===== config.mk =====
export PLATFORM = sky130hd
export DESIGN_NAME = gated_edge_tally
export DESIGN_NICKNAME = d
export VERILOG_FILES = /design/src/rtl/gated_edge_tally_pkg.sv /design/src/rtl/edge_probe.sv /design/src/rtl/tally_sat.sv /design/src/rtl/gated_edge_tally.sv
export SDC_FILE = /design/constraint.sdc
export NUM_CORES = 1
export LEC_CHECK = 0
export BUFFER_PORTS_ARGS = -buffer_cell sky130_fd_sc_hd__buf_2
export CORE_MARGIN = 2
export CORE_UTILIZATION = 45
export CTS_CLUSTER_SIZE = 10
export DETAILED_ROUTE_END_ITERATION = 12
export PLACE_DENSITY = 0.63
export SYNTH_ARGS = -nofsm -noshare
export SYNTH_HDL_FRONTEND = slang
export SYNTH_SLANG_ARGS = --single-unit

===== constraint.sdc =====
create_clock -name clk -period 3.2 [get_ports clk]
set_clock_uncertainty 0.15 [all_clocks]
set_input_delay 0.32 -clock clk [delete_from_list [all_inputs] [get_ports clk]]
set_output_delay 0.32 -clock clk [all_outputs]
set_load 0.01 [all_outputs]

===== src/rtl/gated_edge_tally_pkg.sv =====
package gated_edge_tally_pkg;

    // Sensitivity state; encoding equals control bits [1:0]
    typedef enum logic [1:0] {
        SENSE_OFF  = 2'b00,
        SENSE_RISE = 2'b01,
        SENSE_FALL = 2'b10,
        SENSE_BOTH = 2'b11
    } sense_t;

    localparam int CTL_BIT_REPORT = 2;
    localparam int CTL_BIT_CLEAR  = 3;
    localparam int CTL_WIDTH      = 4;

endpackage


===== src/rtl/edge_probe.sv =====
module edge_probe (
    input  logic clk,
    input  logic rst_n,
    input  logic level_i,
    output logic rise_o,
    output logic fall_o
);
    logic level_q;

    always_ff @(posedge clk or negedge rst_n) begin
        if (!rst_n) level_q <= 1'b0;
        else        level_q <= level_i;
    end

    assign rise_o = level_i & ~level_q;
    assign fall_o = ~level_i & level_q;
endmodule


===== src/rtl/tally_sat.sv =====
module tally_sat #(
    parameter int W = 31
) (
    input  logic         clk,
    input  logic         rst_n,
    input  logic         clr_i,
    input  logic         inc_i,
    output logic [W-1:0] tally_o
);
    localparam logic [W-1:0] SAT_MAX = {1'b0, {(W-1){1'b1}}};
    localparam logic [W-1:0] ONE     = {{(W-1){1'b0}}, 1'b1};

    logic [W-1:0] tally_q;

    always_ff @(posedge clk or negedge rst_n) begin
        if (!rst_n) begin
            tally_q <= '0;
        end else if (clr_i) begin
            tally_q <= inc_i ? ONE : '0;
        end else if (inc_i && (tally_q != SAT_MAX)) begin
            tally_q <= tally_q + ONE;
        end
    end

    assign tally_o = tally_q;
endmodule


===== src/rtl/gated_edge_tally.sv =====
module gated_edge_tally
    import gated_edge_tally_pkg::*;
#(
    parameter int W = 31
) (
    input  logic                 clk,
    input  logic                 rst_n,
    input  logic                 cfg_we,
    input  logic [CTL_WIDTH-1:0] cfg_word,
    input  logic                 sig_in,
    output logic                 evt_valid,
    output logic [W-1:0]         evt_count
);
    sense_t       sense_q, sense_d;
    logic         rise, fall, hit;
    logic         clr_req, rep_req;
    logic [W-1:0] tally_q;

    edge_probe u_probe (
        .clk     (clk),
        .rst_n   (rst_n),
        .level_i (sig_in),
        .rise_o  (rise),
        .fall_o  (fall)
    );

    // State register
    always_ff @(posedge clk or negedge rst_n) begin
        if (!rst_n) sense_q <= SENSE_OFF;
        else        sense_q <= sense_d;
    end

    // Reselect transition on every write
    always_comb begin
        sense_d = cfg_we ? sense_t'(cfg_word[1:0]) : sense_q;
    end

    // Outputs of the machine: which edges count
    always_comb begin
        hit = 1'b0;
        unique case (sense_q)
            SENSE_OFF:  hit = 1'b0;
            SENSE_RISE: hit = rise;
            SENSE_FALL: hit = fall;
            SENSE_BOTH: hit = rise | fall;
        endcase
    end

    assign clr_req = cfg_we & cfg_word[CTL_BIT_CLEAR];
    assign rep_req = cfg_we & cfg_word[CTL_BIT_REPORT];

    tally_sat #(.W(W)) u_tally (
        .clk     (clk),
        .rst_n   (rst_n),
        .clr_i   (clr_req),
        .inc_i   (hit),
        .tally_o (tally_q)
    );

    always_ff @(posedge clk or negedge rst_n) begin
        if (!rst_n) begin
            evt_valid <= 1'b0;
            evt_count <= '0;
        end else begin
            evt_valid <= rep_req;
            if (rep_req) evt_count <= tally_q;
        end
    end
endmodule


* Yosys cells after proc, flatten, opt, wreduce, memory -nomap -nowiden
Cells that the tools add are included.
Storage, ports and cells: output and inout port bits 32, register bits after elaboration 66, word-level logic and storage cells 24, input port bits 8
Cells by class: reduce and logical (&&, ||, !) cells 3, equal/unequal tests 4, add/subtract/negate cells 1, muxes and demuxes 4, bitwise logic cells 7
Operators by type and width (number):
- 2-to-1 mux 31 bit | 2
- adder 31 x 1 -> 31 bit (second input constant) | 1
- != test 31 x 30 -> 1 bit (second input constant) | 1
- AND 1 bit | 4
- == test 2 bit (second input constant) | 2
- one-hot mux 1 bit (4 select lines) | 1
- == test 2 x 1 -> 1 bit (second input constant) | 1
- logical NOT 2 bit | 1
- inverter 1 bit | 2
- nonzero test 2 bit | 1
- logical AND 1 bit | 1
- 2-to-1 mux 1 bit | 1
- bitwise OR 1 bit | 1

* Logic depth before layout (Yosys ltp)
Gate-level depths: netlist (run 1).
depth in word-level cells 7, depth in mapped cells 8, mapped depth without buffers 7

* Modules after synthesis
Synthesis (run 1) repeated with hierarchy kept, for this count alone.
Second synthesis, totals: cells, all modules 279, area, all modules 3353.2 µm²
By module, submodules not included:
- tally_sat | times used 1, area each 1923.1 µm², cells an instance 202, sequential area each 775.7 µm²
- gated_edge_tally | times used 1, area each 1390.1 µm², cells an instance 74, sequential area each 850.8 µm²
- edge_probe | times used 1, area each 40.0 µm², cells an instance 3, sequential area each 25.0 µm²

* Least setup slack after synthesis (run 1)
Ideal clock, no wire load.
kind register to register, from reg u_tally.tally_q[0] (netlist: u_tally.tally_o[0]), to reg u_tally.tally_q[27] (netlist: u_tally.tally_o[27]), data arrival time 1872 ps, path buffers 1, clock period less this slack 2100 ps, data required time 2972 ps, stages on the path, launching flop included 8, setup time 78 ps, path slack 1100 ps, cells stage by stage dfrtp_1 -> ha_1 -> and2_0 -> and2_1 -> and3_1 -> clkbuf_1 -> or4_1 -> a21oi_1
Between the ends: longest elaborated chain between the ends 3, elaborated cells between the ends (all ways) 6, classes of those cells 1 x add/sub; 1 x eq/ne; 2 x mux; 2 x reduce/logical
RTL lines:
- start: declaration | line tally_sat.sv:13 | logic [W-1:0] tally_q;
- start signal: assignment | line tally_sat.sv:19 | tally_q <= inc_i ? ONE : '0;
- start signal: assignment | line tally_sat.sv:21 | tally_q <= tally_q + ONE;
- adder 31 x 1 -> 31 bit or != test 31 x 30 -> 1 bit (tied branches) | line tally_sat.sv:21, tally_sat.sv:20
- 2-to-1 mux 31 bit or logical AND 1 bit (tied branches) | line tally_sat.sv:20 | end else if (inc_i && (tally_q != SAT_MAX)) begin
- 2-to-1 mux 31 bit or nonzero test 2 bit (tied branches)
Several ways; a longest one is shown, not always the timed one. The select of a mux whose other input is x is not followed. A chain may end at the register's enable or synchronous reset.

* Worst setup path after layout (run 1)
from in sig_in, to reg u_tally.tally_q[6] (netlist: u_tally.tally_o[6])
Between the ends: longest elaborated chain between the ends 6, elaborated cells between the ends (all ways) 7, classes of those cells 1 x mux; 4 x bitwise; 2 x reduce/logical
RTL lines:
- start: declaration | line gated_edge_tally.sv:10 | input logic sig_in,
- inverter 1 bit | line edge_probe.sv:16 | assign fall_o = ~level_i & level_q;
- AND 1 bit | line edge_probe.sv:16
- bitwise OR 1 bit | line gated_edge_tally.sv:45 | SENSE_BOTH: hit = rise | fall;
- one-hot mux 1 bit (4 select lines) * | line gated_edge_tally.sv:41 | unique case (sense_q)
- logical AND 1 bit * | line tally_sat.sv:20
- nonzero test 2 bit (no line) *
Mark *: on every way between the ends. The rest lies on a longest branch, timed or not.

==> summary.md, run 1 <==
| Metric | Value |
|---|---|
| Worst min path class | in2reg |
| Die X-Extent | 89.6 um |
| Yosys top cell area share | 50.1% |
| Ports | 40 |
| Sequential cell area fraction in the yosys report | 50.1% |
| Area Overhead vs Synth | 14.9% |
| Outcome | complete, no violations |
| Largest cells by area after synthesis | dfrtp_1, mux2_2, o31ai_1, or4_1, nand2_1 |
| Endpoint class of the critical path | register |
| Clock buffer count from CTS | 9 |
| Avg Vias per Cell | 5.72 |
| Worst vdd rail ir drop | 271 uV |
| CTS clock-pin slew for the worst setup and hold paths | 70 ps |
| Clock Tree Buf Depth | 2 |
| H-tree levels | 3 |
| Worst skew pair latency | 340 ps |
| Critical Path RT | 3320 ps |
| HPWL after DPL | 4750 um |
| CTS tree | yes |
| Die Height | 89.6 um |
| Avg Synthesized Cell Area | 11.2 sq um |
| Die area | 8020 sq um |
| Mapped Area | 3300 sq um |
| Ys flop type | dfrtp_1 |
| Cell count after synthesis | 295 |
| Achievable clock frequency | 379 MHz |
| Leading area contributor after synthesis | dfrtp_1 |
| Final wirelength | 6910 um |
| # diodes | 0 |
| Tmin final | 2640 ps |
| Final setup TNS | 0 ps |
| Post-route ant nets | 0 |
| Clock Sinks | 66 |
| Core box area | 7180 sq um |
| Global-route wire length before repair | 11,600 um |
| Antenna violations before repair | 0 |
| Net Count, Synth | 307 |
| Row count | 31 |
| DR WL/cell | 15.6 um |
| Critical R2R Launch | u_tally.tally_o[20]$_DFFE_PN0P_ |
| Ys async rst share | 100% |
| 1st-iter DRT viols | 150 |
| Setup crit start kind | input pin |
| Total power | 0.00172 W |
| Library cells used by synthesis | 53 |
| Final hold vios | 0 |
| Drc violations | 0 |
| Gr usage total | 19.1% |
| Nets | 350 |
| Synth Warn # | 0 |
| GR Overflow Total | 0 |
| Data arrival time of the worst path | 2760 ps |
| Pre-antenna DRT Iters | 4 |
| Slew @ Worst Pin | 872 ps |
| I/O Buffers | 39 |
| Fin crit share | 82.5% |
| Final Slew Violations | 0 |
| Lkg Pwr | 1.80 nW |
| Vias | 2,529 |
| Slew HR | 41.7% |
| Seq cells post-synth | 66 |
| Clk Tree Root Cell | clkbuf_8 |
| Peak fanout along the critical path | 10 |
| Hold Crit Start | cfg_word[0] |
| Largest net degree at the start of global routing | 37 |
| Initial Util | 45.9% |
| Share of post-route cells with drive strength above 1 | 31.5% |
| RSZ-0062 raised after global routing | false |
| Pwr Density | 453 nW/um^2 |
| RD Place Congestion | 0.782 |
| FILL cells | 667 |
| Post-synth EDFFs | 0 |
| Vias in the first global route | 2,367 |
| Worst setup path class | in2reg |
| Crit path from | sig_in |
| Max Cap Viol | 0 |
| Setup violations, final | 0 |
## worst paths after layout
| path | end | slack [ps] | cells after the start |
|---|---|---|---|
| setup reg to reg | u_tally.tally_o[4]$_DFFE_PN0P_ | 580 | 5 |
| setup / recovery | u_tally.tally_o[6]$_DFFE_PN0P_ | 560 | 10 |
| hold reg to reg | evt_count[10]$_DFFE_PN0P_ | 330 | 2 |
| hold / removal | sense_q[0]$_DFFE_PN0P_ | 60 | 2 |
| min in group asynchronous | evt_valid$_DFF_PN0_ | 420 | 2 |
| max in group asynchronous | u_tally.tally_o[22]$_DFFE_PN0P_ | 1830 | 3 |
## flip-flops by register name, indices dropped and copies added, names as in the netlist
name,flops
evt_valid,1
sense_q,2
u_probe.level_q,1
u_tally.tally_o,31
evt_count,31
## final cells by class
class | instances | area, sq um | area share, %
Timing Repair Buffer | 45 | 258 | 6.81
Clock buffer | 14 | 163 | 4.29
Tap cell | 99 | 124 | 3.27
Inverter | 6 | 22.5 | 0.595
Multi-Input combinational cell | 210 | 1530 | 40.5
Sequential cell | 66 | 1650 | 43.6
Clock inverter | 2 | 35.0 | 0.925
## layout by cell type (no fill, tap or decap), types with 5 or more instances in the layout
master	count
clkbuf_8	11
and2_1	5
o21ai_0	6
buf_2	39
o31ai_1	13
nand2b_1	5
nor2_1	12
or4_1	13
a21oi_1	13
nand2_1	24
mux2_2	30
dfrtp_1	66
and3_1	5
inv_1	6
a21oi_2	6
nand3_1	10
nand4_1	12
## metrics by stage
stage	util, %	instances	setup WS, ps	cell area [sq um]	hold WS [ps]
after floorplan	-	295	1100	3300	-126
after global placement	49.7	424	719	3570	273
after detailed placement	49.7	424	633	3570	267
after CTS	52.8	442	587	3790	49.4
after global routing	52.8	442	421	3790	59.8
final	52.8	442	561	3790	60.1
## worst max-delay path, cell delays in order
cell	delay, ps
dlygate4sd3_1	520
buf_2	120
inv_1	40
ha_1	280
nor2b_1	150
o21a_1	240
nor2_1	190
buf_4	230
or4_1	520
a21oi_2	140
## cell families (layout without fill, tap and decap cells)
family	count (synthesis)	after routing	share of synthesized area, %
AOI/OAI and AO/OA	61	61	13.6
muxes	34	34	11.5
adders and majority gates	4	4	1.52
buffers and inverters	19	67	3.34
and+or+nand+nor	110	110	19.7
DFF	66	66	50.1
xor gates and xnor gates	1	1	0.266
## metal layers
layer	vias up	routed length [um]	share of wire [%]	track usage, %
met1	1242	3480	50	27.1
met3	11	271	3.9	3.56
li1	1212	-	-	-
met5	-	0	0	0
met4	0	125	1.8	8.55
met2	64	3030	44	28.6
## repair_timing
item | in CTS | in global routing
endpoints found under the hold margin | 31 | 0
setup buffers | 0 | 0
hold buffers | 2 | 0
resized for setup | 0 | 0
## where the power goes
part / switching, W / total [W] / internal (W) / leakage [nW]
combinational: 0.0000812 / 0.000134 / 0.0000527 / 0.792
sequential: 0.0000208 / 0.000878 / 0.000857 / 0.910
clock: 0.000303 / 0.000705 / 0.000402 / 0.101
total: 0.000405 / 0.00172 / 0.00131 / 1.80
## synth_stat cells (5+ instances only)
library cell / number
a21oi_1: 13
o21ai_0: 6
o31ai_1: 13
nor2_1: 12
dfrtp_1: 66
or4_1: 13
nand4_1: 12
mux2_2: 30
and2_1: 5
nand3_1: 10
nand2b_1: 5
nand2_1: 24
a21oi_2: 6
inv_1: 6
and3_1: 5
clkbuf_1: 6
No activity file was read; power rests on OpenSTA's default activity.
==> inputs of run 2 (changes only) <==
clock period = 2.45 ns   (was 3.2 ns; I/O delays follow)
==> run 2 against run 1 <==
  * Clock power up 20%
  * Power is 26% higher
  * Critical endpoint is now u_tally.tally_o[14]$_DFFE_PN0P_
  * Core utilization rose by 1.2 points
  * Sequential cell count is the same
  * Routed wire length down 0.28%
  * Register-to-register slack got worse by 440 ps
  * Die area is the same
  * First-iteration DRC count grew 0.67%
  * Sequential share of layout area decreased by 0.97 points
  * Clock-buffer cell count unchanged
  * Largest power group unchanged
  * Cell area rose by 2.3%
==> summary.md, run 2 (synthesized netlist as in run 1, its figures left out) <==
| Metric | Value |
|---|---|
| Reg2reg setup slack | 140 ps (-440 ps) |
| Antenna violations before repair | 0 (unchanged) |
| Critical R2R Launch | u_tally.tally_o[0]$_DFFE_PN0P_ |
| DR WL/cell | 15.2 um (-2.7%) |
| Gr usage total | 19.1% (-0.071 points) |
| Setup crit start kind | register |
| Slew HR | 39.8% (-1.9 points) |
| Worst skew pair latency | 340 ps (about the same) |
| Lkg Pwr | 1.85 nW (+2.9%) |
| Slew @ Worst Pin | 902 ps (+30.6 ps) |
| Final hold slack | 67.4 ps (+7.32 ps) |
| Critical Path RT | 2560 ps (-760 ps) |
| Total power | 0.00217 W (+26%) |
| 1st-iter DRT viols | 151 (+0.67%) |
| I/O Buffers | 39 (unchanged) |
| Vias in the first global route | 2,321 (-1.9%) |
| Clock Sinks | 66 (unchanged) |
| Die area | 8020 sq um (unchanged) |
| Comb power frac | 8.1% (+0.3 points) |
| Final setup TNS | 0 ps (unchanged) |
| H-tree levels | 3 (unchanged) |
| Core box area | 7180 sq um (unchanged) |
| Final WS setup | 141 ps (-420 ps) |
| # diodes | 0 (unchanged) |
| HPWL after DPL | 4790 um (+0.90%) |
| Sw power | 0.000530 W (+31%) |
| RD Place Congestion | 0.859 (+9.9%) |
| Met2 Resource Use GR | 28.0% (-0.60 points) |
| Ports | 40 (unchanged) |
| Post-route ant nets | 0 (unchanged) |
| Peak fanout along the critical path | 7 (-3) |
| Clk Tree Root Cell | clkbuf_8 |
| Clock Tree Buf Depth | 2 (unchanged) |
| Max Cap Viol | 0 (unchanged) |
| Commonest cells after routing, fill and taps aside | dfrtp_1, buf_2, mux2_2 |
| Area Overhead vs Synth | 17.5% |
| Worst setup path class | reg2reg |
| GR Overflow Total | 0 (unchanged) |
| Clock power frac | 38.9% (-2.2 points) |
| Initial Util | 45.9% (unchanged) |
| Clock buffer count from CTS | 9 (unchanged) |
| Tmin final | 2310 ps |
| Worst Setup EP | u_tally.tally_o[14]$_DFFE_PN0P_ |
| Share of post-route cells with drive strength above 1 | 33.6% (+2.1 points) |
| Largest net degree at the start of global routing | 36 (-2.7%) |
| Nets | 361 (+3.1%) |
| Data arrival time of the worst path | 2420 ps (-340 ps) |
| Worst vdd rail ir drop | 260 uV (-4.1%) |
| Final hold vios | 0 (unchanged) |
| Met3 Usage GRT | 5.30% (+1.7 points) |
| Setup violations, final | 0 (unchanged) |
| CTS tree | yes |
| Reg2reg end | u_tally.tally_o[14]$_DFFE_PN0P_ |
| R2R cell count | 6 (+1) |
| Fin crit share | 94.3% |
| Achievable clock frequency | 433 MHz |
| Commonest non-fill, non-tap cell in the layout | dfrtp_1 |
| Outcome | complete, no violations |
| Final Slew Violations | 0 (unchanged) |
| Met1 Usage GRT | 27.6% (+0.46 points) |
| CTS clock-pin slew for the worst setup and hold paths | 70 ps (about the same) |
| Row count | 31 (unchanged) |
| Internal power | 0.00164 W (+25%) |
| Crit path from | u_tally.tally_o[0]$_DFFE_PN0P_ |
| Avg Vias per Cell | 5.68 (-0.81%) |
| Endpoint class of the critical path | register |
| Global-route wire length before repair | 11,600 um (-0.23%) |
| RSZ-0062 raised after global routing | false |
| Flop pwr share | 53.0% (+1.9 points) |
| Sw Share | 24.5% (+0.87 points) |
| Pre-antenna DRT Iters | 4 (unchanged) |
| Die X-Extent | 89.6 um (unchanged) |
| Setup WS pre-CTS | 152 ps (-482 ps) |
| Die Height | 89.6 um (unchanged) |
| GR peak layer | met2 |
| Drc violations | 0 (unchanged) |
| Vias | 2,571 (+1.7%) |
| Final wirelength | 6890 um (-0.28%) |
| Worst min path class | in2reg |
| Pwr Density | 560 nW/um^2 (+23%) |
-- run 2: per-stage QoR --
stage | area, sq um | instances | util, %
after floorplan | 3300 | 295 | -
after global placement | 3640 | 433 | 50.7
after detailed placement | 3640 | 433 | 50.7
after CTS | 3860 | 453 | 53.8
after global routing | 3870 | 453 | 54.0
final | 3870 | 453 | 54.0
-- run 2: routing by layer --
metal | part of all wire, % | wire (um) | up-vias
li1 | - | - | 1232
met1 | 50 | 3420 | 1263
met2 | 44 | 3060 | 67
met3 | 4.7 | 321 | 9
met4 | 1.4 | 95 | 0
met5 | 0 | 0 | -
-- run 2: power by group through the flow --
stage / combinational (W) / sequential (W) / clock [W]
after detailed placement: 0.000172 / 0.00117 / 0
after floorplan: 0.0000971 / 0.00117 / 0
final: 0.000175 / 0.00115 / 0.000843
after global routing: 0.000200 / 0.00115 / 0.000914
after global placement: 0.000169 / 0.00117 / 0
after CTS: 0.000178 / 0.00115 / 0.000870
-- run 2: worst min-delay path by stage --
stage	cells past startpoint	to	slack, ps	from
after global routing	2	sense_q[1]$_DFFE_PN0P_	60	cfg_we
after global placement	1	evt_valid$_DFF_PN0_	20	rst_n
after detailed placement	1	evt_valid$_DFF_PN0_	20	rst_n
after floorplan	0	evt_count[0]$_DFFE_PN0P_	-200	rst_n
final	2	sense_q[1]$_DFFE_PN0P_	70	cfg_we
after CTS	2	sense_q[1]$_DFFE_PN0P_	50	cfg_we
-- run 2: area by class of cell --
cell class | count | area [sq um]
Tap cell | 99 | 124
Inverter | 6 | 22.5
Fill cell | 656 | 3300
Multi-Input combinational cell | 210 | 1550
Clock inverter | 2 | 10.0
Clock buffer | 14 | 173
Timing Repair Buffer | 56 | 345
Sequential cell | 66 | 1650
-- run 2: critical path, stage by stage (launching register included) --
cell and delay, ps:
dfrtp_1 450, ha_1 200, and2_0 280, nand3_1 270
or3_1 520, nand4_1 160, mux2i_1 210
-- run 2: repair_timing --
item                                    4_1_cts  5_1_grt
endpoints found under the setup margin        0        8
buffers inserted                              0        0
resized for setup                             0        2
hold endpoints to repair                     17        0
hold buffers                                  4        0
==> inputs of run 3 (changes only) <==
BUFFER_PORTS_ARGS = not set   (was -buffer_cell sky130_fd_sc_hd__buf_2)
CTS_CLUSTER_SIZE = 20   (was 10)
DONT_BUFFER_PORTS = 1   (was not set)
PLACE_DENSITY = 0.59   (was 0.63)
==> run 3 against run 2 <==
  * Via count decreased by 4.6%
  * Sequential power about the same
  * Register-to-register slack got worse by 30 ps
  * First-iteration DRC count decreased by 36%
  * Hold slack improved by 130 ps
  * Cell area decreased by 2.7%
  * Critical path depth unchanged
  * Global-route usage increased by 0.63 points
  * Largest cell class unchanged
  * Largest power group unchanged
==> summary.md, run 3 (synthesized netlist as in run 1, its figures left out) <==
| Metric | Value |
|---|---|
| Outcome | complete, no violations |
| Commonest cells after routing, fill and taps aside | dfrtp_1, mux2_2, nand2_1 |
| CTS tree | yes |
| Setup violations, final | 0 (unchanged) |
| Final hold vios | 0 (unchanged) |
| RD Place Congestion | 0.806 (-6.2%) |
| Antenna violations before repair | 0 (unchanged) |
| Worst min path class | in2reg |
| Slew @ Worst Pin | 820 ps (-82.2 ps) |
| CTS clock-pin slew for the worst setup and hold paths | 70 ps (about the same) |
| H-tree levels | 3 (unchanged) |
| Post-route ant nets | 0 (unchanged) |
| Placement-stage cell area | 3460 sq um (-4.7%) |
| Die area | 8020 sq um (unchanged) |
| Critical-path top delay cell | or4_1 |
| Data arrival time of the worst path | 2450 ps (+30 ps) |
| Total power | 0.00224 W (+3.5%) |
| Tmin final | 2340 ps (+27.6 ps) |
| Inst Count DP | 397 (-8.3%) |
| Worst vdd rail ir drop | 332 uV (+28%) |
| Post-CTS setup buffers | 0 (unchanged) |
| Clk Tree Root Cell | clkbuf_8 |
| GR Overflow Total | 0 (unchanged) |
| Peak fanout along the critical path | 8 (+1) |
| Gr usage total | 19.7% (+0.63 points) |
| Setup crit start kind | register |
| HPWL after DPL | 4780 um (-0.20%) |
| Final Slew Violations | 0 (unchanged) |
| Endpoint class of the critical path | register |
| Ports | 40 (unchanged) |
| Vias | 2,453 (-4.6%) |
| Achievable clock frequency | 428 MHz (-1.2%) |
| Max Cap Viol | 0 (unchanged) |
| Clock Sinks | 66 (unchanged) |
| Largest net degree at the start of global routing | 67 (+86%) |
| Finished Core Util | 52.5% (-1.5 points) |
| Lkg Pwr | 1.69 nW (-8.7%) |
| Global-route wire length before repair | 12,000 um (+3.3%) |
| CP delay by family, top | simple AND/OR/NAND/NOR gates |
| Slew HR | 45.3% (+5.5 points) |
| Area Overhead vs Synth | 14.4% |
| I/O Buffers | 0 (-100%) |
| Avg Vias per Cell | 5.84 (+2.9%) |
| Share of post-route cells with drive strength above 1 | 26.2% (-7.4 points) |
| Fin crit share | 95.4% (+1.1 points) |
| Nets | 328 (-9.1%) |
| Final instance area | 3770 sq um (-2.7%) |
| Drc violations | 0 (unchanged) |
| Pre-antenna DRT Iters | 4 (unchanged) |
| Worst skew pair latency | 340 ps (about the same) |
| 1st-iter DRT viols | 96 (-36%) |
| Clock Tree Buf Depth | 2 (unchanged) |
| # diodes | 0 (unchanged) |
| DR WL/cell | 17.2 um (+13%) |
| Final setup TNS | 0 ps (unchanged) |
| Critical Path RT | 2560 ps (about the same) |
| Critical-path cell list | ha_1, and2_0, and2_1, and3_1, or4_1, a21oi_1 |
| Core box area | 7180 sq um (unchanged) |
| Vias in the first global route | 2,369 (+2.1%) |
| Row count | 31 (unchanged) |
| Final wirelength | 7240 um (+5.0%) |
| Fin cells | 420 (-7.3%) |
| Pwr Density | 595 nW/um^2 (+6.4%) |
| Die Height | 89.6 um (unchanged) |
| Clock buffer count from CTS | 9 (unchanged) |
| Die X-Extent | 89.6 um (unchanged) |
| Slowest stage delay, CP | 490 ps (-30 ps) |
| Initial Util | 45.9% (unchanged) |
| Commonest non-fill, non-tap cell in the layout | dfrtp_1 |
| Worst Path Buf+Inv | 0 (unchanged) |
| Worst setup path class | reg2reg |
run 3: tightest hold or removal path, delay by kind of cell:
kind | cells | cell delay [ps]
simple gates | 1 | 30
buf+inv | 2 | 360
run 3: cell type report:
| type | instances | area, sq um |
|---|---|---|
| timing repair buffer | 23 | 220 |
| clock buffer | 14 | 163 |
| clock inverter | 2 | 35.0 |
| multi-input combinational | 210 | 1550 |
| fill | 641 | 3410 |
| inverter | 6 | 22.5 |
| sequential | 66 | 1650 |
| tap | 99 | 124 |
run 3: layer usage:
| metal | share of wire, % | GRT usage, % | up-vias |
|---|---|---|---|
| met5 | 0 | 0 | - |
| met4 | 1.7 | 8.55 | 0 |
| met3 | 3.9 | 4.11 | 9 |
| met2 | 45 | 29.2 | 52 |
| met1 | 49 | 27.9 | 1233 |
| li1 | - | - | 1159 |
run 3: power by group:
group	leakage [nW]	switching [W]	internal [W]	total [W]
combinational	0.682	0.0000947	0.0000662	0.000161
sequential	0.910	0.0000393	0.00112	0.00116
clock	0.101	0.000397	0.000526	0.000923
run 3: what timing repair did:
item | in CTS | in global routing
gates resized for setup | 0 | 4
setup endpoints to repair | 0 | 9
endpoints found under the hold margin | 69 | 0
hold buffers | 7 | 0
run 3: final timing paths:
path / start / end / slack (ps) / cells after the start
max in group asynchronous: rst_n / u_tally.tally_o[19]$_DFFE_PN0P_ / 1570 / 2
worst min register to register: evt_count[10]$_DFFE_PN0P_ / evt_count[10]$_DFFE_PN0P_ / 400 / 2
worst max register to register: u_tally.tally_o[0]$_DFFE_PN0P_ / u_tally.tally_o[27]$_DFFE_PN0P_ / 110 / 6
worst min-delay path: cfg_we / evt_valid$_DFF_PN0_ / 200 / 3
worst max-delay path: u_tally.tally_o[0]$_DFFE_PN0P_ / u_tally.tally_o[27]$_DFFE_PN0P_ / 110 / 6
min in group asynchronous: rst_n / evt_count[10]$_DFFE_PN0P_ / 290 / 2
run 3: metrics by stage:
step,hold WS (ps),setup slack [ps]
3_3_place_gp,-199,154
3_5_place_dp,-199,85.3
4_1_cts,172,68.9
2_1_floorplan,-201,350
6_report,198,113
5_1_grt,225,-7.12
